===== src/rtl/i2c_mon_pkg.sv =====
package i2c_mon_pkg;
  typedef struct packed {
    logic scl;
    logic sda;
  } line_pair_t;

  localparam int SYNC_STAGES = 2;
  localparam int SETTLE_MARGIN = 2;
endpackage


===== src/rtl/i2cm_line_filter.sv =====
module i2cm_line_filter #(
  parameter int FILT_LEN = 3
) (
  input  logic clk,
  input  logic rst_n,
  input  logic raw,
  output logic filt
);
  localparam int CW = $clog2(FILT_LEN + 1);
  localparam logic [CW-1:0] RUN_LAST = CW'(FILT_LEN - 1);

  logic [i2c_mon_pkg::SYNC_STAGES-1:0] sync_q;
  logic [CW-1:0] run_q;
  logic synced;

  assign synced = sync_q[i2c_mon_pkg::SYNC_STAGES-1];

  always_ff @(posedge clk or negedge rst_n) begin
    if (!rst_n) begin
      sync_q <= '1;
      run_q  <= '0;
      filt   <= 1'b1;
    end else begin
      sync_q <= {sync_q[i2c_mon_pkg::SYNC_STAGES-2:0], raw};
      if (synced != filt) begin
        if (run_q == RUN_LAST) begin
          filt  <= synced;
          run_q <= '0;
        end else begin
          run_q <= run_q + 1'b1;
        end
      end else begin
        run_q <= '0;
      end
    end
  end
endmodule


===== src/rtl/i2cm_cond_detect.sv =====
module i2cm_cond_detect
  import i2c_mon_pkg::*;
(
  input  logic       clk,
  input  logic       rst_n,
  input  line_pair_t lines,
  output logic       start_pulse,
  output logic       stop_pulse,
  output logic       busy
);
  line_pair_t prev_q;
  logic start_c, stop_c;

  assign start_c = lines.scl & prev_q.scl & prev_q.sda & ~lines.sda;
  assign stop_c  = lines.scl & prev_q.scl & ~prev_q.sda & lines.sda;

  always_ff @(posedge clk or negedge rst_n) begin
    if (!rst_n) begin
      prev_q      <= '1;
      start_pulse <= 1'b0;
      stop_pulse  <= 1'b0;
      busy        <= 1'b0;
    end else begin
      prev_q      <= lines;
      start_pulse <= start_c;
      stop_pulse  <= stop_c;
      if (start_c)     busy <= 1'b1;
      else if (stop_c) busy <= 1'b0;
    end
  end
endmodule


===== src/rtl/i2cm_idle_timer.sv =====
module i2cm_idle_timer
  import i2c_mon_pkg::*;
#(
  parameter int IDLE_STD_CYC  = 235,
  parameter int IDLE_FAST_CYC = 65
) (
  input  logic       clk,
  input  logic       rst_n,
  input  line_pair_t lines,
  input  logic       fast_mode,
  output logic       bus_free
);
  localparam int MAX_CYC = (IDLE_STD_CYC > IDLE_FAST_CYC) ? IDLE_STD_CYC : IDLE_FAST_CYC;
  localparam int CW = $clog2(MAX_CYC + 1);
  localparam logic [CW-1:0] THR_STD  = CW'(IDLE_STD_CYC);
  localparam logic [CW-1:0] THR_FAST = CW'(IDLE_FAST_CYC);

  logic [CW-1:0] cnt_q;
  logic [CW-1:0] thr;

  assign thr = fast_mode ? THR_FAST : THR_STD;

  always_ff @(posedge clk or negedge rst_n) begin
    if (!rst_n) begin
      cnt_q <= '0;
    end else if (!(lines.scl & lines.sda)) begin
      cnt_q <= '0;
    end else if (cnt_q < thr) begin
      cnt_q <= cnt_q + 1'b1;
    end
  end

  assign bus_free = (cnt_q >= thr);
endmodule


===== src/rtl/i2cm_arb_check.sv =====
module i2cm_arb_check
  import i2c_mon_pkg::*;
#(
  parameter int SETTLE = 7
) (
  input  logic       clk,
  input  logic       rst_n,
  input  line_pair_t lines,
  input  line_pair_t drive,
  input  logic       stop_seen,
  output logic       arb_lost
);
  localparam int SW = $clog2(SETTLE + 1);
  localparam logic [SW-1:0] SETTLE_V = SW'(SETTLE);

  logic [1:0] rel_ok;
  logic [1:0] drv_bits, line_bits;
  logic engaged_q, locked_q, lost_c;

  assign drv_bits  = drive;
  assign line_bits = lines;

  for (genvar i = 0; i < 2; i++) begin : g_settle
    logic [SW-1:0] rel_cnt_q;
    always_ff @(posedge clk or negedge rst_n) begin
      if (!rst_n)                    rel_cnt_q <= '0;
      else if (drv_bits[i])          rel_cnt_q <= '0;
      else if (rel_cnt_q != SETTLE_V) rel_cnt_q <= rel_cnt_q + 1'b1;
    end
    assign rel_ok[i] = (rel_cnt_q == SETTLE_V);
  end

  assign lost_c = engaged_q & |(rel_ok & ~line_bits);

  always_ff @(posedge clk or negedge rst_n) begin
    if (!rst_n) begin
      engaged_q <= 1'b0;
      locked_q  <= 1'b0;
      arb_lost  <= 1'b0;
    end else begin
      arb_lost <= lost_c;
      if (stop_seen) begin
        engaged_q <= 1'b0;
        locked_q  <= 1'b0;
      end else if (lost_c) begin
        engaged_q <= 1'b0;
        locked_q  <= 1'b1;
      end else if (|drv_bits && !locked_q) begin
        engaged_q <= 1'b1;
      end
    end
  end
endmodule


===== src/rtl/i2c_bus_monitor.sv =====
module i2c_bus_monitor
  import i2c_mon_pkg::*;
#(
  parameter int FILT_LEN      = 3,
  parameter int IDLE_STD_CYC  = 235,
  parameter int IDLE_FAST_CYC = 65
) (
  input  logic clk,
  input  logic rst_n,
  input  logic scl_i,
  input  logic sda_i,
  input  logic scl_drive_low,
  input  logic sda_drive_low,
  input  logic fast_mode,
  output logic start_pulse,
  output logic stop_pulse,
  output logic bus_busy,
  output logic bus_free,
  output logic arb_lost
);
  localparam int SETTLE = SYNC_STAGES + FILT_LEN + SETTLE_MARGIN;

  line_pair_t raw_v, filt_v, drive_v;
  logic [1:0] raw_bits, filt_bits;

  assign raw_v   = '{scl: scl_i, sda: sda_i};
  assign drive_v = '{scl: scl_drive_low, sda: sda_drive_low};
  assign raw_bits = raw_v;
  assign filt_v   = filt_bits;

  for (genvar i = 0; i < 2; i++) begin : g_line
    i2cm_line_filter #(.FILT_LEN(FILT_LEN)) u_filt (
      .clk  (clk),
      .rst_n(rst_n),
      .raw  (raw_bits[i]),
      .filt (filt_bits[i])
    );
  end

  i2cm_cond_detect u_cond (
    .clk        (clk),
    .rst_n      (rst_n),
    .lines      (filt_v),
    .start_pulse(start_pulse),
    .stop_pulse (stop_pulse),
    .busy       (bus_busy)
  );

  i2cm_idle_timer #(
    .IDLE_STD_CYC (IDLE_STD_CYC),
    .IDLE_FAST_CYC(IDLE_FAST_CYC)
  ) u_idle (
    .clk      (clk),
    .rst_n    (rst_n),
    .lines    (filt_v),
    .fast_mode(fast_mode),
    .bus_free (bus_free)
  );

  i2cm_arb_check #(.SETTLE(SETTLE)) u_arb (
    .clk      (clk),
    .rst_n    (rst_n),
    .lines    (filt_v),
    .drive    (drive_v),
    .stop_seen(stop_pulse),
    .arb_lost (arb_lost)
  );
endmodule


===== config.mk =====
export PLATFORM = sky130hd
export DESIGN_NAME = i2c_bus_monitor
export DESIGN_NICKNAME = d
export VERILOG_FILES = /design/src/rtl/i2c_mon_pkg.sv /design/src/rtl/i2cm_line_filter.sv /design/src/rtl/i2cm_cond_detect.sv /design/src/rtl/i2cm_idle_timer.sv /design/src/rtl/i2cm_arb_check.sv /design/src/rtl/i2c_bus_monitor.sv
export SDC_FILE = /design/constraint.sdc
export NUM_CORES = 1
export LEC_CHECK = 0
export BUFFER_PORTS_ARGS = -buffer_cell sky130_fd_sc_hd__clkbuf_2
export CAP_MARGIN = 20
export CORE_ASPECT_RATIO = 0.75
export CORE_MARGIN = 4
export CORE_UTILIZATION = 60
export CTS_BUF_LIST = sky130_fd_sc_hd__clkbuf_4
export DETAILED_ROUTE_END_ITERATION = 8
export PLACE_DENSITY = 0.82
export SKIP_LAST_GASP = 1
export SLEW_MARGIN = 10
export SYNTH_ARGS = -nofsm -noshare
export SYNTH_HDL_FRONTEND = slang
export SYNTH_SLANG_ARGS = --single-unit
export TNS_END_PERCENT = 20

===== constraint.sdc =====
create_clock -name clk -period 1.94 [get_ports clk]
set_input_delay 0.097 -clock clk [delete_from_list [all_inputs] [get_ports clk]]
set_output_delay 0.097 -clock clk [all_outputs]
set_load 0.05 [all_outputs]

=== Word-level counts from Yosys, hierarchy flattened ===
Index checks and enable logic that the tools add are counted.

* $add $sub $neg: 5
* Multiply operators: 0
* Div/mod/pow operators: 0
* $lt $le $gt $ge: 2
* Equality and inequality tests: 9
* Shift operators: 0
* Muxes and demuxes: 18
* Bitwise gates (word level): 11
* Reduce and logical (&&, ||, !) cells: 11

{| class="wikitable"
|+ Operators by type and width
! operator !! count
|-
| $mux 8 || 3
|-
| $mux 3 || 4
|-
| $add 8x1->8 const B || 1
|-
| $ge 8x8->1 || 1
|-
| $lt 8x8->1 || 1
|-
| $mux 2 || 4
|-
| $reduce_bool 2->1 || 4
|-
| $and 1x1->1 || 7
|-
| $mux 1 || 7
|-
| $add 3x1->3 const B || 2
|-
| $eq 3x3->1 const B || 2
|-
| $ne 3x3->1 const B || 2
|-
| $add 2x1->2 const B || 2
|-
| $eq 2x2->1 const B || 2
|-
| $reduce_and 2->1 || 2
|-
| $reduce_or 2->1 || 2
|-
| $reduce_bool 3->1 || 1
|-
| $and 2x2->2 || 1
|-
| $ne 1x1->1 || 2
|-
| $ne 2x2->1 const B || 1
|-
| $not 1->1 || 2
|-
| $not 2->2 || 1
|-
| $logic_and 1x1->1 || 1
|-
| $logic_not 1->1 || 1
|}

* Bits in registers: 32
* Latch bits: 0
* Bits in writable memories: 0
* ROM bits: 0
* Input bits: 7
* Output and inout bits: 5
* Word-level logic and storage cells: 73
* Memories: 0

=== Depth between registers and ports, before layout ===
* Depth after elaboration: 6
* Mapped depth: 6
* Depth with buffers taken out: 6

=== Cells and area by module ===
A second synthesis with hierarchy kept.

* Cells, all modules: 119
* Area, all modules: 1468.9 µm²

{| class="wikitable"
|+ Modules (own cells, without submodules)
! module !! instances !! cells each !! area each (µm²) !! seq. area each (µm²)
|-
| i2cm_idle_timer || 1 || 55 || 514.2 || 200.2
|-
| i2cm_arb_check || 1 || 32 || 435.4 || 225.2
|-
| i2cm_line_filter || 2 || 10 || 178.9 || 128.9
|-
| i2cm_cond_detect || 1 || 12 || 161.4 || 127.6
|}

=== Least setup slack after synthesis ===
OpenSTA, ideal clock, no wires.

* Path kind: flip-flop to flip-flop
* Start: register u_idle.cnt_q[7]
* End: register u_idle.cnt_q[7]
* Setup time: 0.079 ns
* Arrival: 1.620 ns
* Data required time: 1.861 ns
* Setup slack: 0.241 ns
* Cell stages (with the launch flop): 6
* Buffers on the path: 0
* Clock period less this slack: 1.699 ns
* Cell sequence: dfrtp_1 ha_1 a31oi_4 nand3_2 or4_1 a21oi_1

* Word-level cells in the longest chain between the ends: 3
* Elaborated cells on any way between the ends: 5
* Those cells by class: add/sub: 1; order compare: 1; eq/ne: 1; mux: 2

{| class="wikitable"
|+ RTL lines
! item !! line !! RTL
|-
| start: declaration || i2cm_idle_timer.sv:18 || <nowiki>logic [CW-1:0] cnt_q;</nowiki>
|-
| start signal: assignment || i2cm_idle_timer.sv:29 || <nowiki>cnt_q <= cnt_q + 1'b1;</nowiki>
|-
| $add 8x1->8 || i2cm_idle_timer.sv:29 ||
|-
| $mux 8 || i2cm_idle_timer.sv:28 || <nowiki>end else if (cnt_q < thr) begin</nowiki>
|-
| $mux 8 || i2cm_idle_timer.sv:26 || <nowiki>end else if (!(lines.scl & lines.sda)) begin</nowiki>
|}

Several ways; a longest one is shown, not always the timed one. The select of a mux whose other input is x is not followed.
A chain may end at the register's enable or synchronous reset.

=== Final worst setup path ===
* Start: register u_idle.cnt_q[3]
* End: register u_idle.cnt_q[7]

The elaborated chain is that of the path after synthesis.

==> results.md <==
Critical path:
- The endpoint identified for the worst register-to-register timing path is u_idle.cnt_q[7].
- The critical path endpoint category is a flop.
- The arrival time at the worst endpoint is 2.17 ns.
- The worst setup path category is reg -> reg.
- The worst register-to-register path has a depth of 5.
- The setup slack on the worst flop-to-flop path is 0.02 ns.
- At the worst endpoint, the required time is 2.19 ns.
- The worst setup path is launched from a flop.
- The worst register-to-register path begins at u_idle.cnt_q[3].
- The highest net fanout along the worst path is 3.

Logic synthesis:
- Counting distinct cell types in the post-synthesis netlist gives 34.
- The share of synthesized flip-flops with an asynchronous set or reset is 100%.
- Sorting the synthesized cells by area gives the leading types as dfrtp_1 (42%), dfstp_2 (15%), ha_1 (7.9%).
- The top cell type by area accounts for 42.0% of the synthesized area.
- The portion of the post-synthesis area used by sequential elements is 56.7%.
- Yosys mapped a number of flops with a built-in enable equal to 0.
- The area of the mapped netlist is 0.00143 sq mm.
- Synthesis inferred 32 register bits.
- The post-synthesis cell count is 119.
- Yosys printed 0 warnings.
- The largest total area in the synthesized netlist belongs to dfrtp_1.
- The synthesized area per cell is 12.0 sq um.
- The primary flip-flop cell chosen by synthesis mapping is dfrtp_1.
- The synthesized net count is 135.

Global routing:
- The remaining global-route overflow is 0.
- The number of antenna violations at the first check in global routing came to 0.
- The first-pass GRT wire length is 4.80 mm.
- The pin count of the biggest net entering global routing is 33.
- The via count of the first global-routing pass was 1048.
- In the global route stage, overall resource usage came out at 20.1%.

Floorplan:
- During I/O placement, the number of pins put on the boundary was 12.
- The area of the die is 0.00324 sq mm.
- The floorplan has 15 rows.
- The core region is 0.00229 sq mm.
- Once the floorplan was initialized, standard cells occupied 62.5% of the core.
- The die is 64.4 um wide.
- In this run the vertical extent of the chip is 50.3 um.

Timing:
- The final critical delay including setup and external delays is 1.92 ns.
- On the final layout, the worst hold slack is 0.348 ns.
- For the final database, setup skew stands at 0.00241 ns.
- Setup repair after global routing could not meet its margin everywhere.
- The number of setup violations in the final report is 0.
- The fraction of the cycle the final worst path needs is 99.1%.
- The transition time of the tightest slew-check pin is 0.730 ns.
- The number of pins with negative max-slew slack in the final report was 0.
- Based on the critical path, the design can be clocked at up to 0.520 GHz.
- The count of endpoints failing hold in the final timing report was 0.
- Headroom to the max-slew limit came out at 51.3%.

Run status:
- The flow ran to the end, and the final reports show no timing, DRC or antenna violations.

Drt:
- The remaining antenna violation count is 0.
- The number of DRC markers after the initial detailed-route iteration is 32.
- The number of search-and-repair iterations in the first detailed-routing pass is 4.
- Wires add up to 2.70 mm.
- The routed length per placed instance is 14.8 um.
- The post-detailed-route DRC marker count is 0.
- Using the TritonRoute via totals, the vias-per-cell ratio works out to 5.56.
- The detailed-route via count is 1012.

Clocking:
- The clock transition at the register clock pins on the worst setup and hold paths after CTS is 0.09 ns.
- The clock tree from TritonCTS is built.
- The total clock buffers created by CTS is 5.
- The number of clock sinks is 32.
- The H-tree generated during clock tree synthesis spans 2 levels.
- The clock passes through at most 2 buffers.
- The insertion delay of the later-clocked pin in the worst-skew pair is 0.33 ns.
- The CTS root buffer is clkbuf_4.

Place:
- The weighted congestion at the end of routability-driven global placement is 0.821.
- Detailed placement finished with a half-perimeter wire length of 1.89 mm.
- The placed instances occupy a cell area of 0.00154 sq mm.
- Input and output buffers added on the ports amount to 11.

Pwr:
- The worst-case IR drop observed on VDD is 0.000808 V.
- For this design the static power due to leakage is 0.770 nW.
- Power spread over the standard cell area amounts to 995 mW/mm^2.

Finish:
- Compared with the post-synthesis result, the final layout area differs by 20.4%.
- In the final design database the tool counted 163 nets.
- In the final layout, the share of cells above drive strength 1 is 28.4%.
- The final instance area is 0.00172 sq mm.
- 0 antenna diodes ended up in the layout.

Flow run:
- The tool flagged a number of max-cap violations equal to 0.

Min path:
- The path class of the tightest hold or removal check is in -> async.
==> registers in the layout, indices dropped and copies added (netlist names), 2 cells and up <==
name                      count
g_line.u_filt.filt            2
g_line.u_filt.run_q           4
g_line.u_filt.sync_q          4
u_arb.g_settle.rel_cnt_q      6
u_cond.prev_q                 2
u_idle.cnt_q                  8
==> area by class of cell <==
cell class	count	area, sq um
clock buffers	5	37.5
repair buffers	22	160
well taps	34	42.5
fillers	166	568
clock inverters	3	13.8
inverters	1	3.75
flip-flops and latches	32	811
multi-input cells	85	653
==> critical path, stage by stage, from the launching register on <==
cell and delay, ns:
dfrtp_1 0.42, ha_1 0.28, nor3_1 0.33, a211oi_2 0.10, or4_1 0.51, a21oi_1 0.19
==> logic make-up (layout without fill, tap and decap cells) <==
group | Yosys count | count (layout) | share of synthesized area, %
fa+ha+maj | 9 | 9 | 7.87
compound gates | 20 | 20 | 9.45
flops | 32 | 32 | 56.7
buf+inv | 2 | 31 | 0.612
simple gates | 45 | 45 | 17.9
mux | 6 | 6 | 4.37
xor+xnor | 5 | 5 | 3.06
==> report_power, final <==
part,internal (W),switching (W)
combinational,0.000164,0.000237
clock,0.000133,0.000217
sequential,0.000844,0.000120
==> per-stage QoR <==
| stage | setup WS (ns) | power, W | util [%] | setup TNS (ns) | cells |
|---|---|---|---|---|---|
| finish | 0.0184 | 0.00171 | 75.2 | 0 | 182 |
| detailed placement | 0.0487 | 0.00135 | 67.2 | 0 | 165 |
| global placement | 0.197 | 0.00131 | 67.2 | 0 | 165 |
| CTS | 0.0207 | 0.00171 | 72.5 | 0 | 178 |
| floorplan | 0.241 | 0.00122 | - | 0 | 119 |
| global route | -0.0620 | 0.00183 | 75.2 | -0.179 | 182 |
==> cells in the final DEF (no fill, tap or decap), types with 2 or more instances in the layout <==
| cell type | n |
|---|---|
| nor2_1 | 12 |
| mux2i_1 | 4 |
| ha_4 | 2 |
| or3_1 | 5 |
| ha_1 | 7 |
| dlygate4sd3_1 | 5 |
| nand2b_1 | 2 |
| nand4_1 | 2 |
| mux2_1 | 2 |
| dfrtp_1 | 24 |
| nor3b_1 | 3 |
| o21ai_1 | 2 |
| clkinv_2 | 2 |
| nand2_1 | 6 |
| clkbuf_2 | 10 |
| nand3_1 | 2 |
| nor2b_1 | 2 |
| xnor2_1 | 2 |
| buf_4 | 6 |
| nor3_1 | 4 |
| xor2_1 | 3 |
| a21oi_1 | 7 |
| clkbuf_4 | 5 |
| o21ai_0 | 4 |
| dfstp_2 | 8 |
==> how the worst max path moves through the flow <==
stage	slack, ns	start	cells past startpoint	endpoint
2_1_floorplan	0.24	u_idle.cnt_q[7]	5	u_idle.cnt_q[7]
3_3_place_gp	0.20	u_idle.cnt_q[3]	5	u_idle.cnt_q[7]
3_5_place_dp	0.05	u_idle.cnt_q[7]	6	u_idle.cnt_q[2]
4_1_cts	0.02	u_idle.cnt_q[5]	5	bus_free
5_1_grt	-0.06	u_idle.cnt_q[3]	6	u_idle.cnt_q[3]
6_report	0.02	u_idle.cnt_q[3]	5	u_idle.cnt_q[7]
==> cell usage after synthesis (2+ instances only) <==
| cell type | instances |
|---|---|
| nor2_1 | 12 |
| or3_1 | 5 |
| nand4_1 | 2 |
| a21oi_1 | 7 |
| nor2b_1 | 2 |
| xnor2_1 | 2 |
| xor2_1 | 3 |
| mux2_1 | 2 |
| o21ai_1 | 2 |
| dfstp_2 | 8 |
| nand2_1 | 6 |
| nor3b_1 | 3 |
| ha_1 | 9 |
| nand3_1 | 3 |
| nor3_1 | 4 |
| nand2b_1 | 2 |
| dfrtp_1 | 24 |
| mux2i_1 | 4 |
| o21ai_0 | 4 |
==> routing by layer <==
| layer | share of wire, % | GRT usage (%) | wire length, um | up-vias |
|---|---|---|---|---|
| li1 | - | - | - | 483 |
| met1 | 42 | 24.4 | 1130 | 495 |
| met2 | 51 | 32.7 | 1370 | 23 |
| met3 | 4.5 | 6.94 | 121 | 11 |
| met4 | 2.9 | 8.77 | 78 | 0 |
| met5 | 0 | 0 | 0 | - |
==> timing repair <==
| action | 4_1_cts | 5_1_grt |
|---|---|---|
| endpoints found under the setup margin | 1 | 5 |
| resized for setup | 3 | 5 |
| pin swaps | 0 | 2 |
| setup buffers | 0 | 4 |
| hold buffers | 5 | 0 |
| endpoints found under the hold margin | 32 | 0 |
(Power assumes the default switching activity.)
